### src/rtl/tzone_pkg.sv
package tzone_pkg;
    localparam int unsigned VDROP_W = 2;
    localparam int unsigned NFLAGS  = 4;

    typedef enum logic [2:0] {
        Z_NORMAL = 3'd0,
        Z_COOL   = 3'd1,
        Z_COLD   = 3'd2,
        Z_WARM   = 3'd3,
        Z_HOT    = 3'd4,
        Z_FAULT  = 3'd5
    } zone_e;

    localparam logic [VDROP_W-1:0] VD_NONE  = VDROP_W'(0);
    localparam logic [VDROP_W-1:0] VD_SMALL = VDROP_W'(1);
    localparam logic [VDROP_W-1:0] VD_LARGE = VDROP_W'(2);

    typedef struct packed {
        zone_e               zone;
        logic [NFLAGS-1:0]   flags;
        logic                open;
        logic                susp;
        logic                pause;
        logic                ich;
        logic [VDROP_W-1:0]  vdrop;
        logic                trk;
        logic                irq;
    } gov_state_t;
endpackage

### src/rtl/tzone_classify.sv
module tzone_classify
    import tzone_pkg::*;
(
    input  logic [NFLAGS-1:0] flags,
    output zone_e             zone
);
    logic hot_side, cold_side;

    always_comb begin
        hot_side  = flags[3] | flags[2];
        cold_side = flags[1] | flags[0];
        if (hot_side && cold_side) zone = Z_FAULT;
        else if (flags[3])         zone = Z_HOT;
        else if (flags[2])         zone = Z_WARM;
        else if (flags[0])         zone = Z_COLD;
        else if (flags[1])         zone = Z_COOL;
        else                       zone = Z_NORMAL;
    end
endmodule

### src/rtl/tzone_action.sv
module tzone_action
    import tzone_pkg::*;
(
    input  zone_e              zone,
    input  logic               ctrl_en,
    input  logic               vdrop_sel,
    input  logic               btn_n,
    input  logic               chg_active,
    output logic               susp,
    output logic               pause,
    output logic               ich,
    output logic [VDROP_W-1:0] vdrop,
    output logic               trk
);
    logic temp_fault, btn_hold;

    always_comb begin
        temp_fault = ctrl_en && (zone == Z_COLD || zone == Z_HOT || zone == Z_FAULT);
        btn_hold   = chg_active && !btn_n;
        susp       = temp_fault || btn_hold;
        pause      = temp_fault;
        trk        = !temp_fault;
        ich        = ctrl_en && (zone == Z_COOL);
        if (ctrl_en && zone == Z_WARM) vdrop = vdrop_sel ? VD_LARGE : VD_SMALL;
        else                           vdrop = VD_NONE;
    end
endmodule

### src/rtl/tzone_governor.sv
module tzone_governor
    import tzone_pkg::*;
(
    input  logic        clk,
    input  logic        rst_n,
    input  logic        flag_cold,
    input  logic        flag_cool,
    input  logic        flag_warm,
    input  logic        flag_hot,
    input  logic        clamp_on,
    input  logic        btn_n,
    input  logic        chg_active,
    input  logic        cfg_ctrl_en,
    input  logic        cfg_vdrop_sel,
    input  logic        cfg_zone_mask,
    input  logic        cfg_open_mask,
    input  logic        irq_clr,
    output logic [2:0]  zone,
    output logic [3:0]  st_flags,
    output logic        st_open,
    output logic        chg_suspend,
    output logic        tmr_pause,
    output logic        ichg_reduce,
    output logic [1:0]  vreg_drop,
    output logic        trickle_en,
    output logic        irq
);
    gov_state_t         state_d, state_q;
    logic [NFLAGS-1:0]  flags_in;
    zone_e              zone_n;
    logic               susp_n, pause_n, ich_n, trk_n;
    logic [VDROP_W-1:0] vdrop_n;
    logic               ev_zone, ev_open;

    assign flags_in = {flag_hot, flag_warm, flag_cool, flag_cold};

    tzone_classify u_classify (
        .flags (flags_in),
        .zone  (zone_n)
    );

    tzone_action u_action (
        .zone       (zone_n),
        .ctrl_en    (cfg_ctrl_en),
        .vdrop_sel  (cfg_vdrop_sel),
        .btn_n      (btn_n),
        .chg_active (chg_active),
        .susp       (susp_n),
        .pause      (pause_n),
        .ich        (ich_n),
        .vdrop      (vdrop_n),
        .trk        (trk_n)
    );

    always_comb begin
        ev_zone       = (zone_n != state_q.zone) && !cfg_zone_mask;
        ev_open       = (clamp_on != state_q.open) && !cfg_open_mask;
        state_d       = state_q;
        state_d.zone  = zone_n;
        state_d.flags = flags_in;
        state_d.open  = clamp_on;
        state_d.susp  = susp_n;
        state_d.pause = pause_n;
        state_d.ich   = ich_n;
        state_d.vdrop = vdrop_n;
        state_d.trk   = trk_n;
        if (ev_zone || ev_open) state_d.irq = 1'b1;
        else if (irq_clr)       state_d.irq = 1'b0;
    end

    always_ff @(posedge clk) begin
        if (!rst_n) begin
            state_q      <= '0;
            state_q.zone <= Z_NORMAL;
            state_q.trk  <= 1'b1;
        end else begin
            state_q <= state_d;
        end
    end

    assign zone        = state_q.zone;
    assign st_flags    = state_q.flags;
    assign st_open     = state_q.open;
    assign chg_suspend = state_q.susp;
    assign tmr_pause   = state_q.pause;
    assign ichg_reduce = state_q.ich;
    assign vreg_drop   = state_q.vdrop;
    assign trickle_en  = state_q.trk;
    assign irq         = state_q.irq;
endmodule

### config.mk
export PLATFORM = sky130hd
export DESIGN_NAME = tzone_governor
export DESIGN_NICKNAME = d
export VERILOG_FILES = /design/src/rtl/tzone_pkg.sv /design/src/rtl/tzone_classify.sv /design/src/rtl/tzone_action.sv /design/src/rtl/tzone_governor.sv
export SDC_FILE = /design/constraint.sdc
export NUM_CORES = 1
export LEC_CHECK = 0
export BUFFER_PORTS_ARGS = -buffer_cell sky130_fd_sc_hd__buf_2
export CORE_UTILIZATION = 43
export DETAILED_ROUTE_END_ITERATION = 7
export GPL_TIMING_DRIVEN = 0
export PLACE_DENSITY = 0.79
export RECOVER_POWER = 25
export SETUP_SLACK_MARGIN = 0.15
export SYNTH_ARGS = -nofsm -noshare
export SYNTH_HDL_FRONTEND = slang
export SYNTH_SLANG_ARGS = --single-unit
export TNS_END_PERCENT = 30
### constraint.sdc
create_clock -name clk -period 1.8 [get_ports clk]
set_clock_uncertainty 0.15 [all_clocks]
set_input_delay 0.18 -clock clk [delete_from_list [all_inputs] [get_ports clk]]
set_output_delay 0.18 -clock clk [all_outputs]
set_load 0.05 [all_outputs]
==> flow_summary.ini, run 1 <==
[synthesis]
ys_dominant_reg_cell = dfxtp_1
netlist_top_cells_area = dfxtp_1 48%, and2_1 5.0%, nor3b_1 4.8%, mux2i_1 3.2%, buf_2 2.4%
synthMostInstantiatedCell = dfxtp_1
yosysWarningCount = 0
post_synthesis_instance_area_sq_um = 628
yosys-top-cells-count = 15 x dfxtp_1, 5 x and2_1, 4 x nor3b_1
yosysTopAreaCellShare_pct = 47.8
synth-seq-area-share_pct = 47.8
ys_seq_elements = 15
post_synth_edffs = 0
synth_fp_nets = 79
synthArstFlopShare_pct = 0
post-synth-top-area-cell = dfxtp_1
number_of_unique_standard_cell_types_used_by_synthesis = 29
syn-instance-count = 65
syn_avg_cell_area_sq_um = 9.66

[die]
initial_core_util_pct = 47.1
floorplan.core_area_sq_um = 1330
floorplan.die_area_sq_um = 1620
fp.dieW_um = 40.2
top_level_pins = 29
rows = 13
die_ht_um = 40.2

[setup_path]
cp_most_frequent_cell = dlygate4sd3_1
regToRegSetupSlack_ps = 390
crit_path_start_kind = primary input
critical-path-top-delay-family = buffers and inverters
timing.critical_path.from = cfg_ctrl_en
critical_path_class = in -> reg
critPathCaptureType = register
endpoint_required_time_on_the_critical_path_ps = 1820
timing.rr.start = zone[0]
timing.critical_path.buf_inv = 3
cp.arrival_ps = 1620
timing.critical_path.fanout_max = 3
timing.critical_path.slowest_cell_delay_ps = 560
crit_path_top_delay_cell = dlygate4sd3_1
critical_path.cell_chain = dlygate4sd3_1 > buf_2 > nand3_1 > o21ai_0 > dlygate4sd3_1

[flow_run]
cap_violations = 0

[place]
placed_wire_length_estimate_after_detailed_placement_um = 900
io_buffer_count = 27
post_dp_cell_area_sq_um = 782
globalplace.congestion = 0.860
place_worst_setup_slack_ps = 371

[sta]
slew-limit-headroom_pct = 71.2
setup-tns-final_ps = 0
report.final.hold_viol_count = 0
count_of_final_setup_violators = 0
max_clock_freq_ghz = 0.627
final_period_demand_of_the_worst_path_ps = 1590
grt_setup_unrepaired = no
min_period_over_period_pct = 88.6
tightest_slew_ps = 433
timing.final.ws_setup_ps = 205
final-max-slew-violation-count = 0

[grt]
remaining_global_route_overflow = 0
grt_pass1_wl_mm = 1.97
grt_max_degree = 11
grtUsageTotal_pct = 18.8
grt_antenna_before_repair = 0
number_of_global_route_vias_before_repair = 450

[clock_network]
post_cts.repair.setup_buffers = 0
clock_sinks = 15
clk_latency_ps = 280
cts_max_path_buffers = 2
cts_tree = built
cts.clk_slew.worst_paths_ps = 90
cts.root.buffer_cell = clkbuf_4
cts-buffers-inserted = 3
cts_max_level = 1

[detailed_routing]
drtAntennaViolNets = 0
drt-pass1-iter-count = 4
viasPerCell = 4.97
dr_total_vias = 577
first_iter_violations = 2
drt_wl_total_mm = 1.32
route.detailed.drc = 0
drt-wirelength-per-cell_um = 11.4

[worst_hold_path]
worstHoldStart = cfg_zone_mask
min_path_type = in -> reg

[final_layout]
antenna_cells = 0
stdcell_area_sq_um = 857
num-nets-final = 116
area.growth.synth_to_final_pct = 36.5
layout-drive-gt1-share_pct = 35.6
filler_cell_count = 108

[outcome]
run_status = completed

[pwr]
power_per_cell_area_nw_per_um2 = 834
worst_ir_drop_vdd_mv = 0.461
p_leak_nw = 0.402
layer usage:
layer / vias to the layer above / wire [um] / GRT usage, % / part of all wire (%)
met5: - / 0 / 0 / 0
met2: 19 / 683 / 30.2 / 52
met4: 0 / 0 / 5.00 / 0
met1: 261 / 572 / 22.6 / 43
li1: 297 / - / - / -
met3: 0 / 65 / 8.33 / 4.9
tightest hold or removal path: stages:
cell     delay [ps]
buf_2            80
a21bo_2         110
a31oi_1          30
kinds of logic after synthesis:
group / synth area share [%]
DFF: 47.8
buffers and inverters: 5.98
xor gates and xnor gates: 1.39
AOI/OAI and AO/OA: 17.1
and+or+nand+nor: 24.5
muxes: 3.19
placed cells by master, fill, tap and decap left out, types with 2 or more instances in the layout:
master / Yosys / routed
nor2_1: 3 / 3
nor3b_1: 4 / 4
o21ai_0: 2 / 2
nand3b_1: 2 / 2
nand2_1: 3 / 3
mux2i_1: 2 / 2
and2_1: 5 / 4
o21a_1: 2 / 2
nor2b_1: 2 / 2
nand3_1: 2 / 2
inv_1: 2 / 2
nand2b_1: 2 / 2
clkbuf_4: 0 / 3
buf_2: 3 / 28
dlygate4sd3_1: 0 / 5
dfxtp_1: 15 / 15
clkbuf_1: 1 / 3
a31oi_1: 2 / 2
registers in the layout (all words and copies together) (netlist names):
signal / count
zone: 3
ichg_reduce: 1
tmr_pause: 1
st_open: 1
vreg_drop: 2
st_flags: 4
irq: 1
trickle_en: 1
chg_suspend: 1
metrics by stage:
stage | std cells | utilization [%] | power (mW) | hold slack, ps
final | 116 | 64.3 | 0.714 | 4.22
after CTS | 116 | 64.4 | 0.715 | 5.73
after detailed placement | 107 | 58.6 | 0.525 | 205
after global routing | 116 | 64.3 | 0.754 | 10.8
after global placement | 107 | 58.6 | 0.521 | 198
after floorplan | 65 | - | 0.483 | 102
where the power goes:
part	internal, mW	leakage, nW	total (mW)	switching [mW]
Sequential	0.349	0.124	0.358	0.00902
Clock	0.0824	0.0177	0.188	0.105
Combinational	0.0610	0.260	0.169	0.108
path summary, 6_finish.rpt:
kind,to,cells past startpoint
max reg2reg,irq,4
min reg2reg,irq,2
max,chg_suspend,5
min,irq,3
what timing repair did:
| item | 4_1_cts | 5_1_grt |
|---|---|---|
| endpoints found under the setup margin | 0 | 1 |
| gates resized for setup | 0 | 1 |
| endpoints found under the hold margin | 5 | 0 |
| hold buffers | 5 | 0 |
cell type report:
class                   instances  area [sq um]  area share (%)
plain buffers                   5          28.8            3.36
clock buffers                   3          22.5            2.63
clock inverters                 1          5.00           0.584
inverters                       2          7.51           0.876
multi-input cells              43           290            33.9
flip-flops and latches         15           300            35.0
well taps                      15          18.8            2.19
repair buffers                 32           184            21.5
Note: power is estimated with default switching activity, not from simulation.
==> inputs of run 2 (changes only) <==
==> constraint.sdc (replaced) <==
create_clock -name clk -period 1.8 [get_ports clk]
set_clock_uncertainty 0.15 [all_clocks]
set_input_delay 0.27 -clock clk [delete_from_list [all_inputs] [get_ports clk]]
set_output_delay 0.27 -clock clk [all_outputs]
set_load 0.05 [all_outputs]
==> run 2 against run 1 <==
Net effect: sequential power is essentially flat; die area is the same; total power shrank 1.5%.
==> flow_summary.ini, run 2 (same netlist as run 1, synthesis figures left out) <==
[clock_network]
post_cts.repair.setup_buffers = 0
cts.clk_slew.worst_paths_ps = 90
cts_tree = built
cts.root.buffer_cell = clkbuf_4
clock_sinks = 15
cts_max_level = 1
clk_latency_ps = 270
cts_repair_resize_count = 0
cts_max_path_buffers = 2
ctsHoldBuffers = 1
cts-buffers-inserted = 3

[detailed_routing]
drt_wl_total_mm = 1.19
drt-wirelength-per-cell_um = 10.7
drtAntennaViolNets = 0
viasPerCell = 4.85
drt-pass1-iter-count = 4
route.detailed.drc = 0
dr_total_vias = 543
first_iter_violations = 4

[final_layout]
antenna_cells = 0
area.growth.synth_to_final_pct = 30.1
largest_register_ffs = 4
stdcell_count = 112
layout-drive-gt1-share_pct = 37.1
filler_cell_count = 117
num-nets-final = 112
most-common-layout-cells = 28 x buf_2, 15 x dfxtp_1, 4 x nor3b_1
layout_commonest_cell = buf_2

[setup_path]
timing.rr.start = zone[0]
reg2reg_to = irq
critical_path.cell_chain = buf_2
critPathCaptureType = output port
endpoint_required_time_on_the_critical_path_ps = 1380
timing.critical_path.fanout_max = 8
crit_path_start_kind = register
timing.critical_path.slowest_cell_delay_ps = 460
crit_path_top_delay_cell = dfxtp_1
critical-path-top-delay-family = flip-flops
regToRegSetupSlack_ps = 380
timing.critical_path.buf_inv = 1
worst-r2r-cell-count = 4
critical_path_class = reg -> out
cp.arrival_ps = 1040

[sta]
max_clock_freq_ghz = 0.683
count_of_final_setup_violators = 0
min_period_over_period_pct = 81.3
slew-limit-headroom_pct = 71.5
grt_setup_unrepaired = no
final_period_demand_of_the_worst_path_ps = 1460
tightest_slew_ps = 428
report.final.hold_viol_count = 0
setup-tns-final_ps = 0
final-max-slew-violation-count = 0

[worst_hold_path]
worstHoldStart = btn_n
hold_path_end = chg_suspend
hold_depth = 2
min_path_type = in -> reg

[outcome]
run_status = completed

[place]
placed_wire_length_estimate_after_detailed_placement_um = 900
globalplace.congestion = 0.860
io_buffer_count = 27
place.detailed.instances = 107

[pwr]
power_per_cell_area_nw_per_um2 = 861
finalPower_mw = 0.704
cellInternalPower_mw = 0.486
combinationalPowerShare_pct = 22.7
netSwitchingFraction_pct = 31.0
p_leak_nw = 0.383
share_seq_of_total_power_pct = 50.9
worst_ir_drop_vdd_mv = 0.515
netSwitchingPower_mw = 0.218
clkPwrFrac_pct = 26.5

[grt]
grtUsageTotal_pct = 16.5
number_of_global_route_vias_before_repair = 425
remaining_global_route_overflow = 0
busiest_layer = met2
grt_pass1_wl_mm = 1.79
grt_max_degree = 11
groute.layer.met1.usage_pct = 21.2
grt_antenna_before_repair = 0
groute.layer.met2.usage_pct = 26.2
grtUsageMet3_pct = 5.00

[die]
floorplan.core_area_sq_um = 1330
top_level_pins = 29
rows = 13
initial_core_util_pct = 47.1
die_ht_um = 40.2
fp.dieW_um = 40.2
floorplan.die_area_sq_um = 1620

[flow_run]
cap_violations = 0
==> run 2: changes by cell type in the layout (fill, tap and decap cells not counted) <==
cell,delta
dlygate4sd3_1,-4
and2_1,-1
and2_0,+1
==> run 2: how the worst max path moves through the flow <==
stage | depth (start not counted) | end | startpoint | slack [ps]
floorplan | 4 | irq | zone[0] | 230
global placement | 5 | irq | flag_cool | 300
detailed placement | 5 | irq | flag_hot | 280
CTS | 1 | zone[0] | zone[0] | 340
global route | 1 | zone[0] | zone[0] | 290
finish | 1 | zone[0] | zone[0] | 340
==> run 2: area by class of cell <==
type                    instances  area, sq um  share of cell area [%]
multi-input cells              43          290                    35.5
clock buffers                   3         22.5                    2.76
well taps                      15         18.8                    2.30
repair buffers                 28          144                    17.6
plain buffers                   5         28.8                    3.52
clock inverters                 1         5.00                   0.613
inverters                       2         7.51                   0.919
flip-flops and latches         15          300                    36.8
==> run 2: power groups by stage <==
stage	sequential, mW	clock, mW	combinational (mW)
CTS	0.358	0.189	0.161
global route	0.361	0.206	0.173
floorplan	0.426	0	0.0572
global placement	0.365	0	0.157
detailed placement	0.366	0	0.159
finish	0.358	0.186	0.160
==> run 2: stage by stage <==
stage | util (%) | instance area [sq um] | hold slack [ps] | setup WS [ps]
floorplan | - | 628 | 192 | 234
global placement | 58.6 | 782 | 288 | 299
detailed placement | 58.6 | 782 | 295 | 281
CTS | 61.4 | 820 | 21.6 | 339
global route | 61.3 | 817 | 44.1 | 288
finish | 61.3 | 817 | 21.9 | 336
==> run 2: layer usage <==
layer / share of wire [%] / wire, um / vias up
li1: - / - / 289
met5: 0 / 0 / -
met2: 47 / 565 / 19
met3: 4.7 / 56 / 0
met1: 48 / 572 / 235
met4: 0 / 0 / 0
==> run 2: worst reg2reg max path, stage by stage (launching register included) <==
cell and delay [ps]:
dfxtp_1 380, or4_1 420, a31o_1 200, o221ai_2 60
a31oi_1 90
==> inputs of run 3 (changes only) <==
- clock period: 1.8 -> 1.45 ns (I/O delays scaled with it)
==> run 3 against run 2 <==
Net effect: combinational power increased by 29%; clock power increased by 30%; register-to-register slack got worse by 300 ps; utilization increased by 1.8 points; sequential share of layout area decreased by 0.30 points; critical endpoint is now irq; largest cell class unchanged; largest power group unchanged.
==> flow_summary.ini, run 3 (same netlist as run 1, synthesis figures left out) <==
[setup_path]
timing.critical_path.from = zone[0]
setup.worst_path.end = irq
crit_path_start_kind = register
cp_num_cells = 4
reg2reg_to = irq
critical_path_class = reg -> reg
critical_path.cell_chain = or4_1 > a31o_1 > o221ai_2 > a31oi_1
timing.critical_path.slowest_cell_delay_ps = 400
timing.critical_path.buf_inv = 0
crit_path_top_delay_cell = or4_1
worst-r2r-cell-count = 4
timing.rr.start = zone[0]
critPathCaptureType = register
critical-path-top-delay-family = simple AND/OR/NAND/NOR gates
timing.critical_path.fanout_max = 4
cp.arrival_ps = 1400
endpoint_required_time_on_the_critical_path_ps = 1480
regToRegSetupSlack_ps = 80

[die]
initial_core_util_pct = 47.1
rows = 13
fp.dieW_um = 40.2
die_ht_um = 40.2
top_level_pins = 29
floorplan.die_area_sq_um = 1620
floorplan.core_area_sq_um = 1330

[place]
placed_wire_length_estimate_after_detailed_placement_um = 863
post_dp_cell_area_sq_um = 788
io_buffer_count = 27
globalplace.congestion = 0.859

[detailed_routing]
drt_wl_total_mm = 1.20
drt-wirelength-per-cell_um = 10.6
first_iter_violations = 18
drtAntennaViolNets = 0
viasPerCell = 5.02
dr_total_vias = 572
drt-pass1-iter-count = 4
route.detailed.drc = 0

[final_layout]
filler_cell_count = 118
layout-drive-gt1-share_pct = 40.4
num-nets-final = 114
layout_commonest_cell = buf_2
most-common-layout-cells = 28 x buf_2, 12 x dfxtp_1, 4 x nor3b_1, 4 x and2_1
area.growth.synth_to_final_pct = 33.9
antenna_cells = 0
largest_register_ffs = 4
stdcell_area_sq_um = 841

[grt]
number_of_global_route_vias_before_repair = 418
remaining_global_route_overflow = 0
grtUsageTotal_pct = 16.4
grt_max_degree = 11
grt_antenna_before_repair = 0
grt_pass1_wl_mm = 1.70

[clock_network]
cts_repair_resize_count = 0
clock_sinks = 15
cts_max_path_buffers = 2
clk_latency_ps = 290
cts_tree = built
cts-buffers-inserted = 3
cts_max_level = 1
cts.clk_slew.worst_paths_ps = 90
cts.root.buffer_cell = clkbuf_4

[sta]
final-max-slew-violation-count = 0
grt_setup_unrepaired = yes
final_period_demand_of_the_worst_path_ps = 1370
report.final.hold_viol_count = 0
max_clock_freq_ghz = 0.728
min_period_over_period_pct = 94.8
slew-limit-headroom_pct = 72.8
count_of_final_setup_violators = 0
tightest_slew_ps = 408
holdWs_ps = 3.88

[flow_run]
cap_violations = 0

[pwr]
p_leak_nw = 0.394
worst_ir_drop_vdd_mv = 0.511
power_per_cell_area_nw_per_um2 = 1060

[outcome]
run_status = completed

[worst_hold_path]
min_path_type = in -> reg
worstHoldStart = clamp_on
## run 3: power breakdown
part / internal, mW / switching [mW] / leakage (nW)
clock network: 0.103 / 0.138 / 0.0177
logic: 0.0722 / 0.133 / 0.251
registers: 0.433 / 0.00807 / 0.125
total: 0.608 / 0.279 / 0.394
## run 3: repair_timing
| action | in CTS | in global routing |
|---|---|---|
| pin swaps | 1 | 0 |
| setup endpoints to repair | 2 | 4 |
| hold buffers | 2 | 0 |
| buffers inserted | 1 | 0 |
| hold endpoints to repair | 3 | 0 |
## run 3: worst min-delay path by stage
stage | to | cells past startpoint
finish | st_open | 2
global route | st_open | 2
CTS | st_open | 2
detailed placement | vreg_drop[0] | 2
global placement | vreg_drop[0] | 2
floorplan | vreg_drop[0] | 1
## run 3: per-stage QoR
step / util (%) / total power, mW / std cells / setup WS (ps) / setup TNS, ps
floorplan: - / 0.600 / 65 / 33.8 / 0
CTS: 63.2 / 0.895 / 114 / 71.5 / 0
global placement: 59.1 / 0.647 / 107 / 1.41 / 0
detailed placement: 59.1 / 0.651 / 107 / -33.2 / -33.2
finish: 63.0 / 0.887 / 114 / 76.1 / 0
global route: 63.0 / 0.930 / 114 / 12.9 / 0
## run 3: final cells by class
cell class / instances / area (sq um) / area share [%]
Timing Repair Buffer: 30 / 161 / 19.2
Multi-Input combinational cell: 43 / 290 / 34.5
Clock inverter: 1 / 5.00 / 0.595
Tap cell: 15 / 18.8 / 2.23
Inverter: 2 / 7.51 / 0.893
Buffer: 5 / 28.8 / 3.42
Clock buffer: 3 / 22.5 / 2.68
Sequential cell: 15 / 307 / 36.5
## run 3: worst reg2reg max path, cell delays in order, from the launching register on
cell and delay, ps:
dfxtp_4 360, or4_1 400, a31o_1 200, o221ai_2 60, a31oi_1 100
## run 3: layer usage
metal | track usage [%] | share of wire (%)
met5 | 0 | 0
met4 | 12.5 | 3.3
met3 | 3.89 | 6.9
met2 | 24.6 | 47
met1 | 20.1 | 43
